===== config.mk =====
export PLATFORM = sky130hd
export DESIGN_NAME = reg_stack
export DESIGN_NICKNAME = d
export VERILOG_FILES = /design/src/rtl/stk_pkg.sv /design/src/rtl/stk_ptr.sv /design/src/rtl/stk_mem.sv /design/src/rtl/stk_ctrl.sv /design/src/rtl/reg_stack.sv
export SDC_FILE = /design/constraint.sdc
export NUM_CORES = 1
export LEC_CHECK = 0
export ABC_AREA = 0
export BUFFER_PORTS_ARGS = -buffer_cell sky130_fd_sc_hd__buf_4
export CAP_MARGIN = 10
export CELL_PAD_IN_SITES_DETAIL_PLACEMENT = 0
export CELL_PAD_IN_SITES_GLOBAL_PLACEMENT = 2
export CORE_UTILIZATION = 55
export CTS_BUF_LIST = sky130_fd_sc_hd__clkbuf_8
export CTS_CLUSTER_DIAMETER = 50
export DETAILED_ROUTE_END_ITERATION = 7
export PLACE_DENSITY = 0.84
export SLEW_MARGIN = 20
export SYNTH_ARGS = -nofsm -noshare
export SYNTH_HDL_FRONTEND = slang
export SYNTH_HIERARCHICAL = 1
export SYNTH_SLANG_ARGS = --single-unit

===== constraint.sdc =====
create_clock -name clk -period 4.27 [get_ports clk]
set_input_delay 0 -clock clk [delete_from_list [all_inputs] [get_ports clk]]
set_output_delay 0 -clock clk [all_outputs]
set_load 0.005 [all_outputs]

===== src/rtl/stk_pkg.sv =====
package stk_pkg;
    typedef enum logic [1:0] {
        ST_EMPTY   = 2'd0,
        ST_PARTIAL = 2'd1,
        ST_FULL    = 2'd2
    } stk_state_e;
endpackage


===== src/rtl/stk_ptr.sv =====
module stk_ptr #(
    parameter int ADDR_W = 6
) (
    input  logic              clk,
    input  logic              rst_n,
    input  logic              inc_i,
    input  logic              dec_i,
    output logic [ADDR_W-1:0] sp_o,
    output logic [ADDR_W-1:0] sp_inc_o,
    output logic [ADDR_W-1:0] sp_dec_o
);
    localparam logic [ADDR_W-1:0] ONE = ADDR_W'(1);

    logic [ADDR_W-1:0] sp_q;

    // Modulo arithmetic comes free from the fixed width.
    assign sp_inc_o = sp_q + ONE;
    assign sp_dec_o = sp_q - ONE;
    assign sp_o     = sp_q;

    always_ff @(posedge clk) begin
        if (!rst_n)     sp_q <= '0;
        else if (inc_i) sp_q <= sp_inc_o;
        else if (dec_i) sp_q <= sp_dec_o;
    end

    a_r2_ptr_advances: assert property (@(posedge clk) disable iff (!rst_n)
        inc_i |=> sp_o == $past(sp_o) + ONE);
    a_r4_ptr_retreats: assert property (@(posedge clk) disable iff (!rst_n)
        dec_i |=> sp_o == $past(sp_o) - ONE);
    a_r9_single_op: assert property (@(posedge clk) disable iff (!rst_n)
        !(inc_i && dec_i));
endmodule


===== src/rtl/stk_mem.sv =====
module stk_mem #(
    parameter int DATA_W = 8,
    parameter int ADDR_W = 6
) (
    input  logic              clk,
    input  logic              rst_n,
    input  logic              wr_en_i,
    input  logic [ADDR_W-1:0] wr_addr_i,
    input  logic [DATA_W-1:0] wr_data_i,
    input  logic              rd_en_i,
    input  logic [ADDR_W-1:0] rd_addr_i,
    output logic [DATA_W-1:0] rd_data_o,
    output logic              rd_valid_o
);
    localparam int DEPTH = 1 << ADDR_W;

    logic [DATA_W-1:0] cells [DEPTH];

    always_ff @(posedge clk) begin
        if (wr_en_i) cells[wr_addr_i] <= wr_data_i;
    end

    always_ff @(posedge clk) begin
        if (!rst_n) begin
            rd_data_o  <= '0;
            rd_valid_o <= 1'b0;
        end else begin
            rd_valid_o <= rd_en_i;
            if (rd_en_i) rd_data_o <= cells[rd_addr_i];
        end
    end

    a_r4_valid_follows_read: assert property (@(posedge clk) disable iff (!rst_n)
        rd_en_i |=> rd_valid_o);
    a_r10_no_spurious_valid: assert property (@(posedge clk) disable iff (!rst_n)
        !rd_en_i |=> !rd_valid_o);
endmodule


===== src/rtl/stk_ctrl.sv =====
module stk_ctrl
    import stk_pkg::*;
#(
    parameter int ADDR_W = 6
) (
    input  logic              clk,
    input  logic              rst_n,
    input  logic              push_i,
    input  logic              pop_i,
    input  logic [ADDR_W-1:0] sp_i,
    input  logic [ADDR_W-1:0] sp_inc_i,
    input  logic [ADDR_W-1:0] sp_dec_i,
    output logic              do_push_o,
    output logic              do_pop_o,
    output logic              full_o,
    output logic              empty_o,
    output logic              err_o
);
    stk_state_e state_q, state_d;
    logic       err_q;
    logic       only_push, only_pop, reject;

    assign only_push = push_i && !pop_i;
    assign only_pop  = pop_i && !push_i;

    // State register.
    always_ff @(posedge clk) begin
        if (!rst_n) state_q <= ST_EMPTY;
        else        state_q <= state_d;
    end

    always_ff @(posedge clk) begin
        if (!rst_n) err_q <= 1'b0;
        else        err_q <= reject;
    end

    // Next-state logic.
    always_comb begin
        state_d = state_q;
        unique case (state_q)
            ST_EMPTY: begin
                if (only_push)
                    state_d = (sp_inc_i == '0) ? ST_FULL : ST_PARTIAL;
            end
            ST_PARTIAL: begin
                if (only_push && sp_inc_i == '0)
                    state_d = ST_FULL;
                else if (only_pop && sp_dec_i == '0)
                    state_d = ST_EMPTY;
            end
            ST_FULL: begin
                if (only_pop)
                    state_d = (sp_dec_i == '0) ? ST_EMPTY : ST_PARTIAL;
            end
            default: state_d = ST_EMPTY;
        endcase
    end

    // Outputs.
    always_comb begin
        do_push_o = 1'b0;
        do_pop_o  = 1'b0;
        reject    = 1'b0;
        unique case (state_q)
            ST_EMPTY: begin
                do_push_o = only_push;
                reject    = only_pop;
            end
            ST_PARTIAL: begin
                do_push_o = only_push;
                do_pop_o  = only_pop;
            end
            ST_FULL: begin
                do_pop_o = only_pop;
                reject   = only_push;
            end
            default: ;
        endcase
        full_o  = (state_q == ST_FULL);
        empty_o = (state_q == ST_EMPTY);
        err_o   = err_q;
    end

    a_r3_full_at_zero: assert property (@(posedge clk) disable iff (!rst_n)
        full_o |-> sp_i == '0);
    a_r5_empty_at_zero: assert property (@(posedge clk) disable iff (!rst_n)
        empty_o |-> sp_i == '0);
    a_r7_push_full_err: assert property (@(posedge clk) disable iff (!rst_n)
        (push_i && !pop_i && full_o) |=> (err_o && full_o));
    a_r8_pop_empty_err: assert property (@(posedge clk) disable iff (!rst_n)
        (pop_i && !push_i && empty_o) |=> (err_o && empty_o));
    a_r9_both_idle: assert property (@(posedge clk) disable iff (!rst_n)
        (push_i && pop_i) |=> (!err_o && state_q == $past(state_q)));
endmodule


===== src/rtl/reg_stack.sv =====
module reg_stack #(
    parameter int DATA_W = 8,
    parameter int ADDR_W = 6
) (
    input  logic              clk,
    input  logic              rst_n,
    input  logic              push_i,
    input  logic              pop_i,
    input  logic [DATA_W-1:0] push_data_i,
    output logic [DATA_W-1:0] pop_data_o,
    output logic              pop_valid_o,
    output logic [ADDR_W-1:0] sp_o,
    output logic              full_o,
    output logic              empty_o,
    output logic              err_o
);
    logic              do_push, do_pop;
    logic [ADDR_W-1:0] sp, sp_inc, sp_dec;

    stk_ctrl #(.ADDR_W(ADDR_W)) u_ctrl (
        .clk       (clk),
        .rst_n     (rst_n),
        .push_i    (push_i),
        .pop_i     (pop_i),
        .sp_i      (sp),
        .sp_inc_i  (sp_inc),
        .sp_dec_i  (sp_dec),
        .do_push_o (do_push),
        .do_pop_o  (do_pop),
        .full_o    (full_o),
        .empty_o   (empty_o),
        .err_o     (err_o)
    );

    stk_ptr #(.ADDR_W(ADDR_W)) u_ptr (
        .clk      (clk),
        .rst_n    (rst_n),
        .inc_i    (do_push),
        .dec_i    (do_pop),
        .sp_o     (sp),
        .sp_inc_o (sp_inc),
        .sp_dec_o (sp_dec)
    );

    stk_mem #(.DATA_W(DATA_W), .ADDR_W(ADDR_W)) u_mem (
        .clk        (clk),
        .rst_n      (rst_n),
        .wr_en_i    (do_push),
        .wr_addr_i  (sp_inc),
        .wr_data_i  (push_data_i),
        .rd_en_i    (do_pop),
        .rd_addr_i  (sp),
        .rd_data_o  (pop_data_o),
        .rd_valid_o (pop_valid_o)
    );

    assign sp_o = sp;
endmodule


==> impl_metrics.json <==
{
  "cts.reportedPaths.clkPinSlew_ps": 60,
  "worst-path-buf-inv": 0,
  "pin_count_of_the_biggest_net_entering_global_routing": 163,
  "r2r_cell_count": 5,
  "grt.overflow.total": 0,
  "worstSetupEndpointType": "flop",
  "p_leak_nw": 7.24,
  "buffer_ports.inserted": 29,
  "die_x_um": 198,
  "crit_end": "u_mem/cells[62][1]$_DFFE_PP_",
  "rr_endpoint": "u_mem/cells[62][1]$_DFFE_PP_",
  "slowest_cell_delay_on_critical_path_ps": 790,
  "report.final.setup_viol": 0,
  "yosysWarnings": 6,
  "design.die.area_um2": 39000,
  "mostFrequentLayoutCell": "edfxtp_1",
  "drt_first_pass_iters": 5,
  "worst_hold_path_type": "in2reg",
  "ir_drop_v": 0.000361,
  "dr_total_vias": 10900,
  "cts.repair.resized": 0,
  "power_per_cell_area_nw_per_um2": 486,
  "critical_path_required_ps": 4500,
  "cts_hold_buf": 8,
  "violation_count_after_the_first_detailed_route_iteration": 1021,
  "cts_tree": "built",
  "num-fill-cells": 2706,
  "floorplan.initialDensity_pct": 55.9,
  "non_filler_instance_count_after_layout": 1790,
  "drc": 0,
  "worst-setup-path-type": "reg2reg",
  "switchingPower_mw": 2.85,
  "average_cell_area_after_synthesis_um2": 18.5,
  "combPwrFrac_pct": 12.6,
  "synth_cells": 1135,
  "place.gp.congestion": 0.820,
  "sequentialPowerShare_pct": 51.0,
  "root_buffer": "clkbuf_8",
  "final.period_utilization_pct": 80.6,
  "post-route-min-period_ps": 3440,
  "share_clk_of_total_power_pct": 36.3,
  "fin_nets": 1230,
  "postSynthNetCount": 1153,
  "grt_antenna_before_repair": 0,
  "cts_buf_count": 83,
  "ff_to_ff_setup_slack_ps": 830,
  "synth-main-ff-cell": "edfxtp_1",
  "worst_path_most_repeated_cell": "nand3_1",
  "crit_slowest_cell": "dfxtp_1",
  "grt_pass1_wl_um": 69000,
  "cell_internal_pwr_mw": 8.56,
  "cts.repair_timing.setup_buffer_count": 0,
  "ys_seq_elements": 530,
  "share_of_synthesized_area_occupied_by_flip_flops_and_latches_pct": 74.8,
  "power.switching_fraction_pct": 25.0,
  "number_of_placed_instances_taps_included": 1630,
  "synthArstFlopShare_pct": 0,
  "fmaxAchievable_mhz": 291,
  "cp_cell_sequence": "and3_1 > nand3_1 > xnor2_1 > nand3_1 > nor2_1",
  "timing.critical_path.from": "u_ptr/sp_o[3]$_SDFFE_PN0P_",
  "run_status": "completed",
  "final_cell_mix": "edfxtp_1, clkbuf_8, nor2_1, mux2i_1, mux4_2",
  "critical_path_arrival_ps": 3670,
  "cts-htree-levels": 3,
  "drt.antenna.violating_nets": 0,
  "max_cap_violations": 0,
  "syn_to_final_growth_pct": 11.6,
  "die_h_um": 198,
  "synth_cell_types": 47,
  "timing_hold_violations_final": 0,
  "relative_max_transition_margin_pct": 24.4,
  "first_global_vias": 10800,
  "wire_per_inst_um": 26.1,
  "final.setup_skew_ps": 27.1,
  "holdPathStages": 1,
  "finalMaxSlewViolations": 0,
  "setup_total_negative_slack_ps": 0,
  "netlist_area_um2": 21000,
  "crit_fanout": 19,
  "timing.critical_path.max_delay_family": "simple AND/OR/NAND/NOR gates",
  "tightest_slew_ps": 1110,
  "crit-reg2reg-launch": "u_ptr/sp_o[3]$_SDFFE_PN0P_",
  "detailedPlacementHpwl_um": 27900,
  "io_pins": 30,
  "viasPerCell": 6.09,
  "core-area_um2": 37700,
  "ratio_of_cells_with_drive_above_1_in_the_final_layout_pct": 21.5,
  "track_usage_pct": 24.9,
  "number_of_synthesized_flops_with_an_enable_pin": 512,
  "wp_depth": 5,
  "grt_setup_unrepaired": "false",
  "cts.sinks": 530,
  "detail_route.wirelength_um": 46800,
  "timing.critical_path.from_type": "flop",
  "n_antenna_cell": 0,
  "clk_path_buf_depth": 3,
  "num_rows": 71,
  "clock_latency_reported_for_the_late_side_of_the_worst_skew_pair_ps": 620
}
## synthesized netlist by cell type, types with 11 or more instances
master / number / share of area (%)
a2111oi_0: 32 / 1.3
a211oi_1: 33 / 1.2
a22o_1: 48 / 2.0
buf_2: 23 / 0.55
clkbuf_1: 30 / 0.54
dfxtp_1: 18 / 1.7
edfxtp_1: 512 / 73
mux2_2: 32 / 1.7
mux2i_1: 67 / 3.2
mux4_2: 64 / 6.8
nand2_1: 15 / 0.27
nand3_1: 13 / 0.31
nand3b_1: 11 / 0.39
nor2_1: 73 / 1.3
nor2b_1: 41 / 1.2
nor4_1: 17 / 0.51
o22ai_1: 16 / 0.48
## worst reg2reg max path, delay by kind of cell, from the launching register on
family / cells / cell delay, ps
AND/OR/NAND/NOR: 4 / 1680
flip-flops: 1 / 790
XOR/XNOR: 1 / 590
## state kept, by name, indices dropped and copies added, names as in the netlist
name,count
u_mem/cells,512
u_mem/rd_valid_o,1
u_ctrl/err_o,1
u_ctrl/state_q,2
u_mem/rd_data_o,8
u_ptr/sp_o,6
## cell type report
cell class	count	area, um2	area share [%]
Sequential cell	530	15700	67.1
Multi-Input combinational cell	531	4940	21.0
Clock buffer	87	1200	5.10
Tap cell	511	639	2.72
Timing Repair Buffer	59	488	2.08
Clock inverter	65	442	1.88
Inverter	7	26.3	0.112
## cell families after synthesis
kind of cell | Yosys count | synth area share (%)
XOR/XNOR | 10 | 0.416
AO/OA/AOI/OAI | 152 | 5.83
buffers and inverters | 74 | 1.80
multiplexers | 163 | 11.7
adder cells (fa/ha/maj) | 6 | 0.357
flip-flops | 530 | 74.8
AND/OR/NAND/NOR | 200 | 5.07
## metrics by stage
step	cell area (um2)	utilization (%)	hold slack, ps	power, mW	setup slack, ps
CTS	23500	62.3	8.78	11.5	913
global placement	21800	57.8	381	7.36	1070
floorplan	21000	-	98.9	6.87	1510
global route	23500	62.3	21.7	11.8	544
finish	23500	62.3	14.1	11.4	829
detailed placement	21800	57.8	384	7.36	968
## metal layers
metal  share of wire [%]  wire length, um  track usage (%)  vias up
li1                    -                -                -     4801
met1                  44            20400             35.6     5570
met2                  47            21800             38.1      447
met3                 7.0             3290             5.05       76
met4                 2.6             1210             9.30        0
met5                   0                0                0        -
## worst min-delay path by stage
stage               slack (ps)                     from                           end
CTS                          9           push_data_i[6]  u_mem/cells[40][6]$_DFFE_PP_
global placement           380                    rst_n    u_ptr/sp_o[4]$_SDFFE_PN0P_
global route                20           push_data_i[2]  u_mem/cells[59][2]$_DFFE_PP_
finish                      10           push_data_i[2]  u_mem/cells[59][2]$_DFFE_PP_
detailed placement         380  u_ctrl/err_o$_SDFF_PN0_                         err_o
floorplan                  100           push_data_i[0]   u_mem/cells[0][0]$_DFFE_PP_
## power groups by stage
stage | combinational [mW] | sequential [mW] | clock [mW]
2_1_floorplan | 0.969 | 5.90 | 0
3_3_place_gp | 1.43 | 5.93 | 0
3_5_place_dp | 1.43 | 5.93 | 0
4_1_cts | 1.44 | 5.82 | 4.24
5_1_grt | 1.54 | 5.83 | 4.46
6_report | 1.44 | 5.82 | 4.15
No activity file was read; power rests on OpenSTA's default activity.
